## src/rtl/pcap_pkg.sv

```systemverilog
package pcap_pkg;

   typedef enum logic [1:0] {
      CAP_IDLE = 2'd0,
      CAP_PRE  = 2'd1,
      CAP_POST = 2'd2,
      CAP_DONE = 2'd3
   } cap_state_e;

   localparam logic [1:0] STAT_BUSY = 2'd0;
   localparam logic [1:0] STAT_DONE = 2'd2;

   // trigger mode field positions
   localparam int unsigned MODE_EN_A = 0;
   localparam int unsigned MODE_EN_B = 1;
   localparam int unsigned MODE_AND  = 2;

endpackage

```

## src/rtl/pcap_cfg_check.sv

```systemverilog
module pcap_cfg_check #(
   parameter int unsigned ADDR_W    = 12,
   parameter int unsigned BLK       = 512,
   parameter int unsigned MIN_DEPTH = 2048
) (
   input  logic [ADDR_W:0] depth,
   input  logic [ADDR_W:0] pre,
   output logic            ok
);

   localparam int unsigned CNT_W     = ADDR_W + 1;
   localparam int unsigned BLK_LG    = $clog2(BLK);
   localparam int unsigned MAX_DEPTH = 1 << ADDR_W;

   logic aligned;
   logic in_range;
   logic pre_fits;

   generate
      if ((BLK & (BLK - 1)) != 0) begin : g_blk_bad
         $error("BLK must be a power of two");
      end
      if ((MIN_DEPTH % BLK) != 0 || MIN_DEPTH == 0) begin : g_min_bad
         $error("MIN_DEPTH must be a nonzero multiple of BLK");
      end
      if (MIN_DEPTH > MAX_DEPTH) begin : g_max_bad
         $error("MIN_DEPTH exceeds the buffer size");
      end

      if (BLK_LG == 0) begin : g_any_align
         assign aligned = 1'b1;
      end else begin : g_blk_align
         assign aligned = (depth[BLK_LG-1:0] == '0);
      end
   endgenerate

   assign in_range = (depth >= CNT_W'(MIN_DEPTH)) && (depth <= CNT_W'(MAX_DEPTH));
   assign pre_fits = (pre < depth);
   assign ok       = aligned && in_range && pre_fits;

endmodule

```

## src/rtl/pcap_trig_merge.sv

```systemverilog
module pcap_trig_merge #(
   parameter int unsigned NUM_SRC = 2
) (
   input  logic [NUM_SRC-1:0] trig_in,
   input  logic [NUM_SRC-1:0] trig_en,
   input  logic               and_mode,
   output logic               hit
);

   logic [NUM_SRC-1:0] pass_and;
   logic [NUM_SRC-1:0] pass_or;
   logic               any_en;

   generate
      if (NUM_SRC < 1) begin : g_src_bad
         $error("NUM_SRC must be at least 1");
      end
      for (genvar i = 0; i < NUM_SRC; i++) begin : g_src
         // a disabled source neither blocks an AND nor feeds an OR
         assign pass_and[i] = !trig_en[i] || trig_in[i];
         assign pass_or[i]  =  trig_en[i] && trig_in[i];
      end
   endgenerate

   assign any_en = |trig_en;

   always_comb begin
      if (!any_en) begin
         hit = 1'b1;
      end else if (and_mode) begin
         hit = &pass_and;
      end else begin
         hit = |pass_or;
      end
   end

endmodule

```

## src/rtl/pcap_ring_ptr.sv

```systemverilog
module pcap_ring_ptr #(
   parameter int unsigned ADDR_W = 12
) (
   input  logic              clk,
   input  logic              rst_n,
   input  logic              clr,
   input  logic              adv,
   input  logic [ADDR_W:0]   limit,
   output logic [ADDR_W-1:0] ptr
);

   localparam int unsigned CNT_W = ADDR_W + 1;

   logic [ADDR_W-1:0] ptr_q;
   logic [ADDR_W-1:0] ptr_nxt;
   logic              at_end;

   assign at_end  = ({1'b0, ptr_q} == (limit - CNT_W'(1)));
   assign ptr_nxt = at_end ? '0 : ptr_q + ADDR_W'(1);

   always_ff @(posedge clk or negedge rst_n) begin
      if (!rst_n) begin
         ptr_q <= '0;
      end else if (clr) begin
         ptr_q <= '0;
      end else if (adv) begin
         ptr_q <= ptr_nxt;
      end
   end

   assign ptr = ptr_q;

endmodule

```

## src/rtl/pcap_seq.sv

```systemverilog
module pcap_seq
   import pcap_pkg::*;
#(
   parameter int unsigned ADDR_W = 12
) (
   input  logic            clk,
   input  logic            rst_n,
   input  logic            start,
   input  logic            cfg_ok,
   input  logic [ADDR_W:0] cfg_depth,
   input  logic [ADDR_W:0] cfg_pre,
   input  logic            smp_valid,
   input  logic            trig_hit,
   output logic            accept,
   output logic            ring_clr,
   output logic [ADDR_W:0] depth_q,
   output logic            done,
   output logic            err
);

   localparam int unsigned CNT_W = ADDR_W + 1;

   cap_state_e       state_q;
   logic [CNT_W-1:0] pre_q;
   logic [CNT_W-1:0] fill_q;
   logic [CNT_W-1:0] post_q;
   logic [CNT_W-1:0] post_len;
   logic             err_q;
   logic             running;
   logic             trig_take;

   assign running   = (state_q == CAP_PRE) || (state_q == CAP_POST);
   assign accept    = smp_valid && !start && running;
   assign ring_clr  = start && cfg_ok;
   assign post_len  = depth_q - pre_q;
   assign trig_take = (state_q == CAP_PRE) && (fill_q >= pre_q) && trig_hit;

   always_ff @(posedge clk or negedge rst_n) begin
      if (!rst_n) begin
         state_q <= CAP_IDLE;
         depth_q <= '0;
         pre_q   <= '0;
         fill_q  <= '0;
         post_q  <= '0;
         err_q   <= 1'b0;
      end else if (start) begin
         if (cfg_ok) begin
            state_q <= CAP_PRE;
            depth_q <= cfg_depth;
            pre_q   <= cfg_pre;
            fill_q  <= '0;
            post_q  <= '0;
            err_q   <= 1'b0;
         end else begin
            state_q <= CAP_IDLE;
            err_q   <= 1'b1;
         end
      end else if (accept) begin
         unique case (state_q)
            CAP_PRE: begin
               if (trig_take) begin
                  if (post_len == CNT_W'(1)) begin
                     state_q <= CAP_DONE;
                  end else begin
                     state_q <= CAP_POST;
                     post_q  <= post_len - CNT_W'(1);
                  end
               end else if (fill_q < pre_q) begin
                  fill_q <= fill_q + CNT_W'(1);
               end
            end
            CAP_POST: begin
               post_q <= post_q - CNT_W'(1);
               if (post_q == CNT_W'(1)) begin
                  state_q <= CAP_DONE;
               end
            end
            default: begin
               state_q <= state_q;
            end
         endcase
      end
   end

   assign done = (state_q == CAP_DONE);
   assign err  = err_q;

endmodule

```

## src/rtl/pretrig_capture_ctrl.sv

```systemverilog
module pretrig_capture_ctrl
   import pcap_pkg::*;
#(
   parameter int unsigned ADDR_W    = 12,
   parameter int unsigned BLK       = 512,
   parameter int unsigned MIN_DEPTH = 2048
) (
   input  logic              clk,
   input  logic              rst_n,
   input  logic              start,
   input  logic [ADDR_W:0]   cfg_depth,
   input  logic [ADDR_W:0]   cfg_pre,
   input  logic [2:0]        cfg_trig_mode,
   input  logic              smp_valid,
   input  logic              trig_a,
   input  logic              trig_b,
   output logic              buf_we,
   output logic [ADDR_W-1:0] buf_addr,
   output logic [ADDR_W-1:0] rd_start,
   output logic [1:0]        cap_status,
   output logic              cfg_err
);

   localparam int unsigned NUM_SRC = 2;

   logic              cfg_ok;
   logic              trig_hit;
   logic              accept;
   logic              ring_clr;
   logic              done;
   logic [ADDR_W:0]   depth_q;
   logic [ADDR_W-1:0] wr_ptr;
   logic [2:0]        mode_q;

   // the mode is latched with the rest of the configuration
   always_ff @(posedge clk or negedge rst_n) begin
      if (!rst_n) begin
         mode_q <= '0;
      end else if (start && cfg_ok) begin
         mode_q <= cfg_trig_mode;
      end
   end

   pcap_cfg_check #(
      .ADDR_W    (ADDR_W),
      .BLK       (BLK),
      .MIN_DEPTH (MIN_DEPTH)
   ) u_cfg (
      .depth (cfg_depth),
      .pre   (cfg_pre),
      .ok    (cfg_ok)
   );

   pcap_trig_merge #(
      .NUM_SRC (NUM_SRC)
   ) u_merge (
      .trig_in  ({trig_b, trig_a}),
      .trig_en  ({mode_q[MODE_EN_B], mode_q[MODE_EN_A]}),
      .and_mode (mode_q[MODE_AND]),
      .hit      (trig_hit)
   );

   pcap_seq #(
      .ADDR_W (ADDR_W)
   ) u_seq (
      .clk       (clk),
      .rst_n     (rst_n),
      .start     (start),
      .cfg_ok    (cfg_ok),
      .cfg_depth (cfg_depth),
      .cfg_pre   (cfg_pre),
      .smp_valid (smp_valid),
      .trig_hit  (trig_hit),
      .accept    (accept),
      .ring_clr  (ring_clr),
      .depth_q   (depth_q),
      .done      (done),
      .err       (cfg_err)
   );

   pcap_ring_ptr #(
      .ADDR_W (ADDR_W)
   ) u_ring (
      .clk   (clk),
      .rst_n (rst_n),
      .clr   (ring_clr),
      .adv   (accept),
      .limit (depth_q),
      .ptr   (wr_ptr)
   );

   assign buf_we     = accept;
   assign buf_addr   = wr_ptr;
   assign rd_start   = wr_ptr;
   assign cap_status = done ? STAT_DONE : STAT_BUSY;

endmodule

```

## config.mk

```make
export PLATFORM = sky130hd
export DESIGN_NAME = pretrig_capture_ctrl
export DESIGN_NICKNAME = d
export VERILOG_FILES = /design/src/rtl/pcap_pkg.sv /design/src/rtl/pcap_cfg_check.sv /design/src/rtl/pcap_trig_merge.sv /design/src/rtl/pcap_ring_ptr.sv /design/src/rtl/pcap_seq.sv /design/src/rtl/pretrig_capture_ctrl.sv
export SDC_FILE = /design/constraint.sdc
export NUM_CORES = 1
export LEC_CHECK = 0
export ABC_AREA = 1
export CAP_MARGIN = 20
export CORE_MARGIN = 2
export CORE_UTILIZATION = 50
export DETAILED_ROUTE_END_ITERATION = 10
export GPL_TIMING_DRIVEN = 0
export MAX_ROUTING_LAYER = met4
export PLACE_DENSITY_LB_ADDON = 0.1
export SLEW_MARGIN = 20
export SYNTH_ARGS = -nofsm -noshare
export SYNTH_HDL_FRONTEND = slang
export SYNTH_HIERARCHICAL = 1
export SYNTH_SLANG_ARGS = --single-unit
export TNS_END_PERCENT = 20
```

## constraint.sdc

```tcl
create_clock -name clk -period 2.58 [get_ports clk]
set_input_delay 0.645 -clock clk [delete_from_list [all_inputs] [get_ports clk]]
set_output_delay 0.645 -clock clk [all_outputs]
set_load 0.05 [all_outputs]
```

[Word level (Yosys, flattened, before mapping)]
Cells that the tools add are included.
Storage, ports and cells
  output and inout bits: 28
  logic and storage cells: 84
  input port bits: 35
  register bits: 70
Cells by class
  add/subtract/negate cells: 6
  reduce and logical (&&, ||, !) cells: 29
  magnitude comparators: 5
  mux-type cells: 25
  eq/ne operators: 11
Operators with widths (number)
  $mux 13: 10
  $sub 13x1->13 const B: 3
  $mux 12: 3
  $eq 13x1->1 const B: 2
  $lt 13x13->1: 2
  $pmux 13 s2: 1
  $add 13x1->13 const B: 1
  $eq 12x13->1: 1
  $ge 13x12->1 const B: 1
  $ge 13x13->1: 1
  $le 13x13->1 const B: 1
  $sub 13x13->13: 1
  $add 12x1->12 const B: 1
  $logic_and 1x1->1: 10
  $mux 2: 5
  $reduce_and 5->1: 2
  $logic_not 9->1: 1
  $reduce_bool 2->1: 4
  $ne 3x3->1 const B: 2
  $mux 1: 5
  $eq 2x2->1 const B: 2
  $pmux 2 s2: 1
  $reduce_and 2->1: 2
  $reduce_and 4->1: 1
  8 further kinds: 13

[Logic depth before layout (Yosys ltp)]
Gate-level depths: netlist of the first run.
  word-level depth: 10
  depth in mapped cells: 19

[By module]
The synthesis of the first run kept the hierarchy.
By module, submodules not included
  pcap_seq: cells each 637, area an instance 4372.9 µm², sequential area each 1376.3 µm², times used 1
  pcap_ring_ptr: cells each 227, area an instance 1326.3 µm², sequential area each 300.3 µm², times used 1
  pcap_cfg_check: cells each 75, area an instance 407.9 µm², sequential area each 0.0 µm², times used 1
  pretrig_capture_ctrl: cells each 28, area an instance 227.7 µm², sequential area each 75.1 µm², times used 1
  pcap_trig_merge: cells each 11, area an instance 41.3 µm², sequential area each 0.0 µm², times used 1

[Worst setup path after synthesis of the first run]
OpenSTA, ideal clock, no wires.
  kind: input -> register
  start point: in cfg_depth[10]
  end point: reg u_ring.ptr_q[10] (netlist: u_ring/ptr[10])
  buffers on the path: 1
  arrival time: 2.622 ns
  setup slack: -0.162 ns
  data required time: 2.461 ns
  library setup time: 0.119 ns
  cell stages on the path: 19
  cell sequence: inv_1 ha_1 nand2_1 nor2_4 nand2_1 nor2_1 nor2_1 nand2_1 nor2_2 nand2_1 inv_1 buf_1 nor2_1 inv_1 a21oi_1 nand2_1 inv_1 o21ai_2 nand2_1
Between the ends
  cells in the longest elaborated chain, start to end: 6
  elaborated cells on any way between the ends: 9
  classes of those cells: order compare: 3; mux: 1; reduce/logical: 5
Ends and longest elaborated chain
  from (decl): RTL line pretrig_capture_ctrl.sv:11  | input logic [ADDR_W:0] cfg_depth,
  $ge 13x12->1 / $le 13x13->1 (equally long branches): RTL line pcap_cfg_check.sv:37  | assign in_range = (depth >= CNT_W'(MIN_DEPTH)) && (depth <= CNT_W'(MAX_DEPTH));
  $logic_and 1x1->1: RTL line pcap_cfg_check.sv:37
  $logic_and 1x1->1: RTL line pcap_cfg_check.sv:39  | assign ok = aligned && in_range && pre_fits;
  $logic_and 1x1->1 (*): RTL line pcap_cfg_check.sv:39
  net cfg_ok: RTL line pretrig_capture_ctrl.sv:26  | logic cfg_ok;
  $logic_and 1x1->1 (*): RTL line pcap_seq.sv:34  | assign ring_clr = start && cfg_ok;
  net ring_clr: RTL line pretrig_capture_ctrl.sv:29  | logic ring_clr;
  $mux 12 / $reduce_bool 2->1 (equally long branches)
  to (signal assigned): RTL line pcap_ring_ptr.sv:27  | ptr_q <= ptr_nxt;
  to (decl): RTL line pcap_ring_ptr.sv:14  | logic [ADDR_W-1:0] ptr_q;
The timed path passes the listed nets; every way through them passes the cells marked *.
A chain may end at the register's enable or synchronous reset.

[Final worst setup path of the first run]
  start point: reg u_ring.ptr_q[7] (netlist: u_ring/ptr[7])
  end point: out rd_start[7]
RTL lines
  to (decl): RTL line pretrig_capture_ctrl.sv:19  | output logic [ADDR_W-1:0] rd_start,
No word-level cell between the ends.

==> results.md, run 1 <==
- Routed length per instance: around 13 um
- Post-synth top area cell: dfrtp_1
- Ant. Diodes: 0
- EDFF count, synth: 0
- Clk root buf: clkbuf_16
- Dpl ws: -1.206 ns
- First-pass GRT wire length: 27,100 um
- Mux cell area share after synthesis: 0%
- Crit path arrival time: 1.81 ns
- Via density: approximately 5
- Fill count: 1,227
- Port Buf Inserts: 61
- Final worst-path cycle share: 95.29%
- CTS Buffer Depth: 2
- Main area contributors after synthesis: dfrtp_1 27%, nand2_1 19%, ha_1 9.2%
- P&R area growth vs syn: 23.76%
- Slew headroom: around three fifths
- Synthesized area: 6376 sq um
- Fin nets: 1,150
- Final Skew: 0.005639 ns
- Crit path largest cell delay: between 0.7 and 0.8 ns
- CP startpoint kind: flop
- CP Max Fanout: 8
- CTS tree: built
- Vias in the first global route: 5,627
- Max Slew Vio Count: 0
- Die footprint: ~14,000 sq um
- CP Class: flop to output pin
- Min-Delay Path Class: input port to asynchronous set/reset pin
- Initial core utilization: a little over 50%
- Routability Congestion: between 0.9 and 1
- Setup-failing EPs final: 0
- VDD IR max: ~290 uV
- Main combinational cell family by area after synthesis: simple AND/OR/NAND/NOR gates
- Leakage: about 4.2 nW
- DRC Markers: 0
- Crit-path cells: buf_4 -> clkdlybuf4s50_1
- Post-Synth XOR/XNOR Area: 3.022%
- CP required: 1.93 ns
- Adder-Cell Fraction of Synth Area: 9.537%
- Antenna viol nets, final: 0
- CTS buffer count: 9
- Distinct cells, synth: 43
- Worst-Margin Slew: around 0.58 ns
- RSZ-0062 raised after global routing: yes
- Worst setup EP type: output pin
- Seq cells post-synth: 70
- Worst R2R Path Depth: 14
- Hold Vio Cnt, Final: 0
- Top cell type's share of synthesized area: 27.47%
- CORE AREA: between 10,000 and 15,000 sq um
- Layout Utilization: roughly 63%
- Synth Net Count: 1,061
- Largest net degree at the start of global routing: between 40 and 50
- Synth warnings: 6
- Tot GR Track Use: roughly a quarter
- Status: finished, final reports clean
- F_max: between 0.4 and 0.5 GHz
- WP buf/inv: 2
- Slowest-stage cell, CP: clkdlybuf4s50_1
- Share of layout cells above drive strength 1: around 16%
- Worst skew pair latency: 0.35 ns
- Primary FF master, synth: dfrtp_1
- Chip width: 116.9 um
- H-tree depth: 3
- Num rows: 41
- Clock tree sinks: 70
- Number of stages on the worst setup path: 2
- Initial drt markers: approximately 470
- Synth Area in Compound Gates: between 8 and 9%
- Pwr Density: 502.9 nW/um^2
- Detail Placement HPWL: around 13,000 um
- Total gr overflow: 0
- Routed vias: about 6,200
- Drt total wl: 16,270 um
- Final setup margin: around 0.12 ns
- CTS clk-pin slew, worst paths: 0.06 ns
- Synth Area in Simple Gates: between 30% and 40%
- DRT Pass-1 Iters: 5
- Asr flop ratio synth: 100.0%
- I/O Pins: between 60 and 70
- Post-Syn Instances: between 900 and 1,000
- Post-route minimum period: around 2.5 ns
- Max_cap viols: 0
- Die Ht: ~120 um
- CP delay by family, top: buffers and inverters
- Syn avg cell area: 6.520 sq um
- Initial antenna violation count: 0
- Seq/Total Area, Yosys: a little over a quarter
-- cell usage after synthesis (14+ instances only) --
cell / count
a21oi_1: 28
buf_4: 15
dfrtp_1: 70
ha_1: 47
inv_1: 130
nand2_1: 317
nand2_2: 18
nand3_1: 74
nand4_1: 14
nor2_1: 96
o21ai_0: 41
o21ai_2: 15
xor2_1: 16
-- metal layers --
metal / part of all wire, % / vias up / GRT usage (%)
met5: 0 / - / -
met4: 1.4 / 0 / 6.824
met3: 4.3 / 15 / 3.759
met2: 47 / 121 / 41.77
met1: 47 / 2860 / 34.74
li1: - / 3253 / -
-- registers in the layout (all words and copies together) (netlist names) --
| register | flops |
|---|---|
| u_seq/depth_q | 13 |
| u_seq/fill_q | 13 |
| u_seq/state_q | 2 |
| u_seq/pre_q | 13 |
| mode_q | 3 |
| u_seq/err | 1 |
| u_ring/ptr | 12 |
| u_seq/post_q | 13 |
-- worst register-to-register path, stage by stage (launching register included) --
cell and delay [ns]:
dfrtp_1 0.43, ha_2 0.22, fa_2 0.35, inv_2 0.09, nand3_1 0.08, nand2_2 0.12, buf_12 0.11, xor2_1 0.06
nor2_1 0.13, nand2_2 0.10, nor2_8 0.15, nand4_4 0.12, nand2_8 0.14, buf_12 0.15, o21ai_1 0.07
-- stage by stage --
step / TNS, ns / area [sq um] / std cells / total power, W / hold WS [ns]
6_report: 0 / 7891 / 1244 / 0.003968 / 0.2399
5_1_grt: -0.06115 / 7891 / 1244 / 0.004224 / 0.2711
4_1_cts: 0 / 7670 / 1238 / 0.003964 / 0.2509
3_5_place_dp: -56.17 / 7233 / 1212 / 0.002731 / 0.4686
3_3_place_gp: -180.39 / 7208 / 1211 / 0.002707 / 0.4637
2_1_floorplan: 0 / 6382 / 978 / 0.002329 / 0.3494
-- layout make-up --
class	instances	area, sq um	share of cell area [%]
buffer	31	227.7	2.886
multi-input combinational	735	4078	51.67
sequential	70	1757	22.26
inverter	142	540.5	6.850
timing repair buffer	78	787.0	9.973
tap	172	215.2	2.727
clock buffer	11	252.7	3.203
clock inverter	5	33.78	0.4281
-- where the power goes --
part / internal, W / total [W] / switching [W]
registers: 0.00123 / 0.00141 / 0.000188
clock network: 0.000701 / 0.00121 / 0.000509
logic: 0.000514 / 0.00134 / 0.000830
total: 0.00244 / 0.00397 / 0.00153
-- timing repair --
| action | CTS | global route |
|---|---|---|
| pin swaps | 7 | 13 |
| gates resized for setup | 46 | 54 |
| hold buffers | 0 | 0 |
| buffers inserted | 10 | 6 |
| endpoints found under the hold margin | 0 | 0 |
| endpoints found under the setup margin | 66 | 63 |
-- kinds of logic after synthesis --
group / after synthesis
and+or+nand+nor: 566
buffers and inverters: 173
AOI/OAI and AO/OA: 98
DFF: 70
adders and majority gates: 48
xor gates and xnor gates: 22
other: 1
-- final timing paths --
check	from	to	slack (ns)
setup / recovery	u_ring/ptr[7]$_DFFE_PN0P_	rd_start[7]	0.12
hold / removal	rst_n	u_seq/fill_q[9]$_DFFE_PN0P_	0.24
setup reg to reg	u_seq/pre_q[0]$_DFFE_PN0P_	u_seq/post_q[2]$_DFFE_PN0P_	0.14
hold reg to reg	mode_q[2]$_DFFE_PN0P_	mode_q[2]$_DFFE_PN0P_	0.48
max in group asynchronous	rst_n	u_seq/depth_q[1]$_DFFE_PN0P_	1.79
min in group clk	mode_q[2]$_DFFE_PN0P_	mode_q[2]$_DFFE_PN0P_	0.48
-- placed cells by master, fill, tap and decap left out, types with 5 or more instances in the layout --
master,count
ha_4,6
o21ai_1,8
nand3b_1,5
nand3_1,73
nand2_1,313
ha_1,38
nor2_2,17
clkdlybuf4s50_1,36
dfrtp_1,66
buf_4,31
xor2_1,16
xnor2_1,5
buf_6,5
dlymetal6s2s_1,12
nor3_1,8
o21ai_0,40
nor2_1,86
nand2_2,20
a21oi_1,24
inv_1,125
clkbuf_1,5
inv_2,14
clkbuf_16,9
dlygate4sd2_1,8
nor2_4,9
nand4_1,14
nand3_2,5
o21ai_2,15
Note: power is estimated with default switching activity, not from simulation.
==> inputs of run 2 (changes only) <==
CTS_CLUSTER_DIAMETER = 50   (was default)
==> results of run 2 <==
The final DEF is identical to that of run 1; final timing and power are the same.
==> inputs of run 3 (changes only) <==
PLACE_DENSITY = 0.71   (was default)
PLACE_DENSITY_LB_ADDON = default   (was 0.1)
==> run 3 against run 2 <==
Effect of this change:
- utilization rose by 0.31 points
- fmax is 0.13% higher
- clock power grew 14%
- flip-flop and latch count unchanged
- sequential power about the same
- clock-buffer cell count grew 1
- sequential share of layout area fell by 0.11 points
- design area is 0.49% higher
- setup slack improved by 0.0031 ns
- critical path depth stayed put
- non-clock buffer count rose by 2
- largest power group unchanged
- highest routed layer unchanged
==> results.md, run 3 (synthesis gave the netlist of run 1 again) <==
- Vias in the first global route: 5,696 (+1.2%)
- Num rows: 41 (unchanged)
- CP Class: flop to output pin
- Leakage: 4.230 nW (+0.39%)
- Share of layout cells above drive strength 1: 16.12% (-0.29 points)
- Detail Placement HPWL: 12,470 um (-0.26%)
- VDD IR max: 269.8 uV (-5.4%)
- Pwr Density: 523.6 nW/um^2 (+4.1%)
- Initial drt markers: 355 (-24%)
- Setup-failing EPs final: 0 (unchanged)
- Total gr overflow: 0 (unchanged)
- Clock tree sinks: 70 (unchanged)
- DRC Markers: 0 (unchanged)
- CTS Buffer Depth: 2 (unchanged)
- Placed Instances: 1,212 (unchanged)
- CTS buffer count: 9 (unchanged)
- Max_cap viols: 0 (unchanged)
- Status: finished, final reports clean
- Worst setup EP type: output pin
- Slew headroom: 63.19% (+1.6 points)
- Routability Congestion: 0.8687 (-6.6%)
- Hold Vio Cnt, Final: 0 (unchanged)
- Chip width: 116.9 um (unchanged)
- Post-route minimum period: 2.455 ns (-0.003112 ns)
- Fill count: 1,181 (-3.7%)
- CTS clk-pin slew, worst paths: 0.06 ns (about the same)
- Routed vias: 6,344 (+1.5%)
- CP required: 1.93 ns (about the same)
- Ant. Diodes: 0 (unchanged)
- Antenna viol nets, final: 0 (unchanged)
- DRT Pass-1 Iters: 5 (unchanged)
- Most common cell after layout, fill and taps aside: nand2_1
- Largest net degree at the start of global routing: 55 (+28%)
- CP Max Fanout: 8 (unchanged)
- Crit path arrival time: 1.81 ns (about the same)
- Min-Delay Path Class: input port to asynchronous set/reset pin
- Leading cell types in the layout, fill and taps excluded: 313 x nand2_1, 124 x inv_1, 87 x nor2_1
- Area occupied by registers: 1757 sq um (unchanged)
- Initial antenna violation count: 0 (unchanged)
- Final Skew: 0.007672 ns (+0.002033 ns)
- F_max: 0.4073 GHz (+0.13%)
- I/O Pins: 63 (unchanged)
- Drt total wl: 16,720 um (+2.7%)
- CP startpoint kind: flop
- Die footprint: 13,670 sq um (unchanged)
- Tot GR Track Use: 26.29% (+0.24 points)
- Area occupied by multi-input gates: 4061 sq um (-0.40%)
- Min Hold Slack: 0.1716 ns (-0.06831 ns)
- Finished Layout Cells: 1,245 (+0.080%)
- Worst-Margin Slew: 0.5522 ns (-0.02382 ns)
- First-pass GRT wire length: 27,190 um (+0.33%)
- H-tree depth: 3 (unchanged)
- Worst skew pair latency: 0.35 ns (about the same)
- Clk root buf: clkbuf_16
- RSZ-0062 raised after global routing: yes
- Routed length per instance: 13.43 um (+2.7%)
- Final setup margin: 0.1247 ns (+0.003112 ns)
- Max Slew Vio Count: 0 (unchanged)
- Dpl ws: -1.186 ns (+0.02008 ns)
- Via density: 5.096 (+1.4%)
- P&R area growth vs syn: 24.37%
- Initial core utilization: 50.94% (unchanged)
- Fin nets: 1,152 (+0.17%)
- CTS Hold Bufs: 0 (unchanged)
- CORE AREA: 12,520 sq um (unchanged)
- CTS tree: built
- Port Buf Inserts: 61 (unchanged)
- Worst R2R Path Depth: 17 (+3)
- Final worst-path cycle share: 95.17% (-0.12 points)
- Die Ht: 116.9 um (unchanged)
## run 3: cell types whose count changed in the layout (fill, tap and decap cells not counted), sizes merged
cell	change
bufinv	+2
dlygate4sd2	+2
clkdlybuf4s15	-1
clkinv	-3
clkbuf	+2
clkinvlp	-1
clkdlybuf4s50	-1
buf	+1
## run 3: what timing repair did
item	4_1_cts	5_1_grt
setup endpoints to repair	66	61
pin swaps	6	9
resized for setup	49	47
cloned	1	0
buffers inserted	12	5
## run 3: path summary, 6_finish.rpt
kind	startpoint	end	slack, ns
worst max-delay path	u_ring/ptr[7]$_DFFE_PN0P_	rd_start[7]	0.12
worst min-delay path	rst_n	u_seq/depth_q[7]$_DFFE_PN0P_	0.17
worst max register to register	u_seq/depth_q[3]$_DFFE_PN0P_	u_seq/post_q[12]$_DFFE_PN0P_	0.15
worst min register to register	mode_q[0]$_DFFE_PN0P_	mode_q[0]$_DFFE_PN0P_	0.51
max in group asynchronous	rst_n	u_seq/post_q[0]$_DFFE_PN0P_	1.84
min in group clk	mode_q[0]$_DFFE_PN0P_	mode_q[0]$_DFFE_PN0P_	0.51
## run 3: cell type report
| cell class | instances | area share, % |
|---|---|---|
| clock inverters | 3 | 0.8520 |
| clock buffers | 12 | 3.234 |
| plain buffers | 31 | 2.919 |
| well taps | 172 | 2.714 |
| flip-flops and latches | 70 | 22.15 |
| multi-input cells | 735 | 51.21 |
| repair buffers | 80 | 10.13 |
| inverters | 142 | 6.784 |
## run 3: where the power goes
| group | switching (W) | internal [W] | total [W] |
|---|---|---|---|
| clock network | 0.000486 | 0.000894 | 0.00138 |
| logic | 0.000837 | 0.000519 | 0.00136 |
| registers | 0.000191 | 0.00123 | 0.00142 |
## run 3: worst max-delay path, stage by stage (launching register included)
cell             delay (ns)
dfrtp_1                0.51
buf_4                  0.16
clkdlybuf4s50_1        0.78
## run 3: per-stage QoR
| stage | utilization [%] | setup TNS, ns | area (sq um) | power, W |
|---|---|---|---|---|
| detailed placement | 57.79 | -55.59 | 7233 | 0.002737 |
| finish | 63.35 | 0 | 7930 | 0.004152 |
| CTS | 62.03 | 0 | 7764 | 0.004163 |
| global route | 63.35 | -0.06834 | 7930 | 0.004391 |
| floorplan | - | 0 | 6382 | 0.002329 |
| global placement | 57.59 | -175.43 | 7208 | 0.002703 |
## run 3: routing by layer
layer  part of all wire (%)  track usage [%]  wire length [um]
met3                    4.2            3.708               704
met1                     48            35.11              7943
met5                      0                -                 0
met4                    2.1            8.706               353
met2                     46            41.31              7714
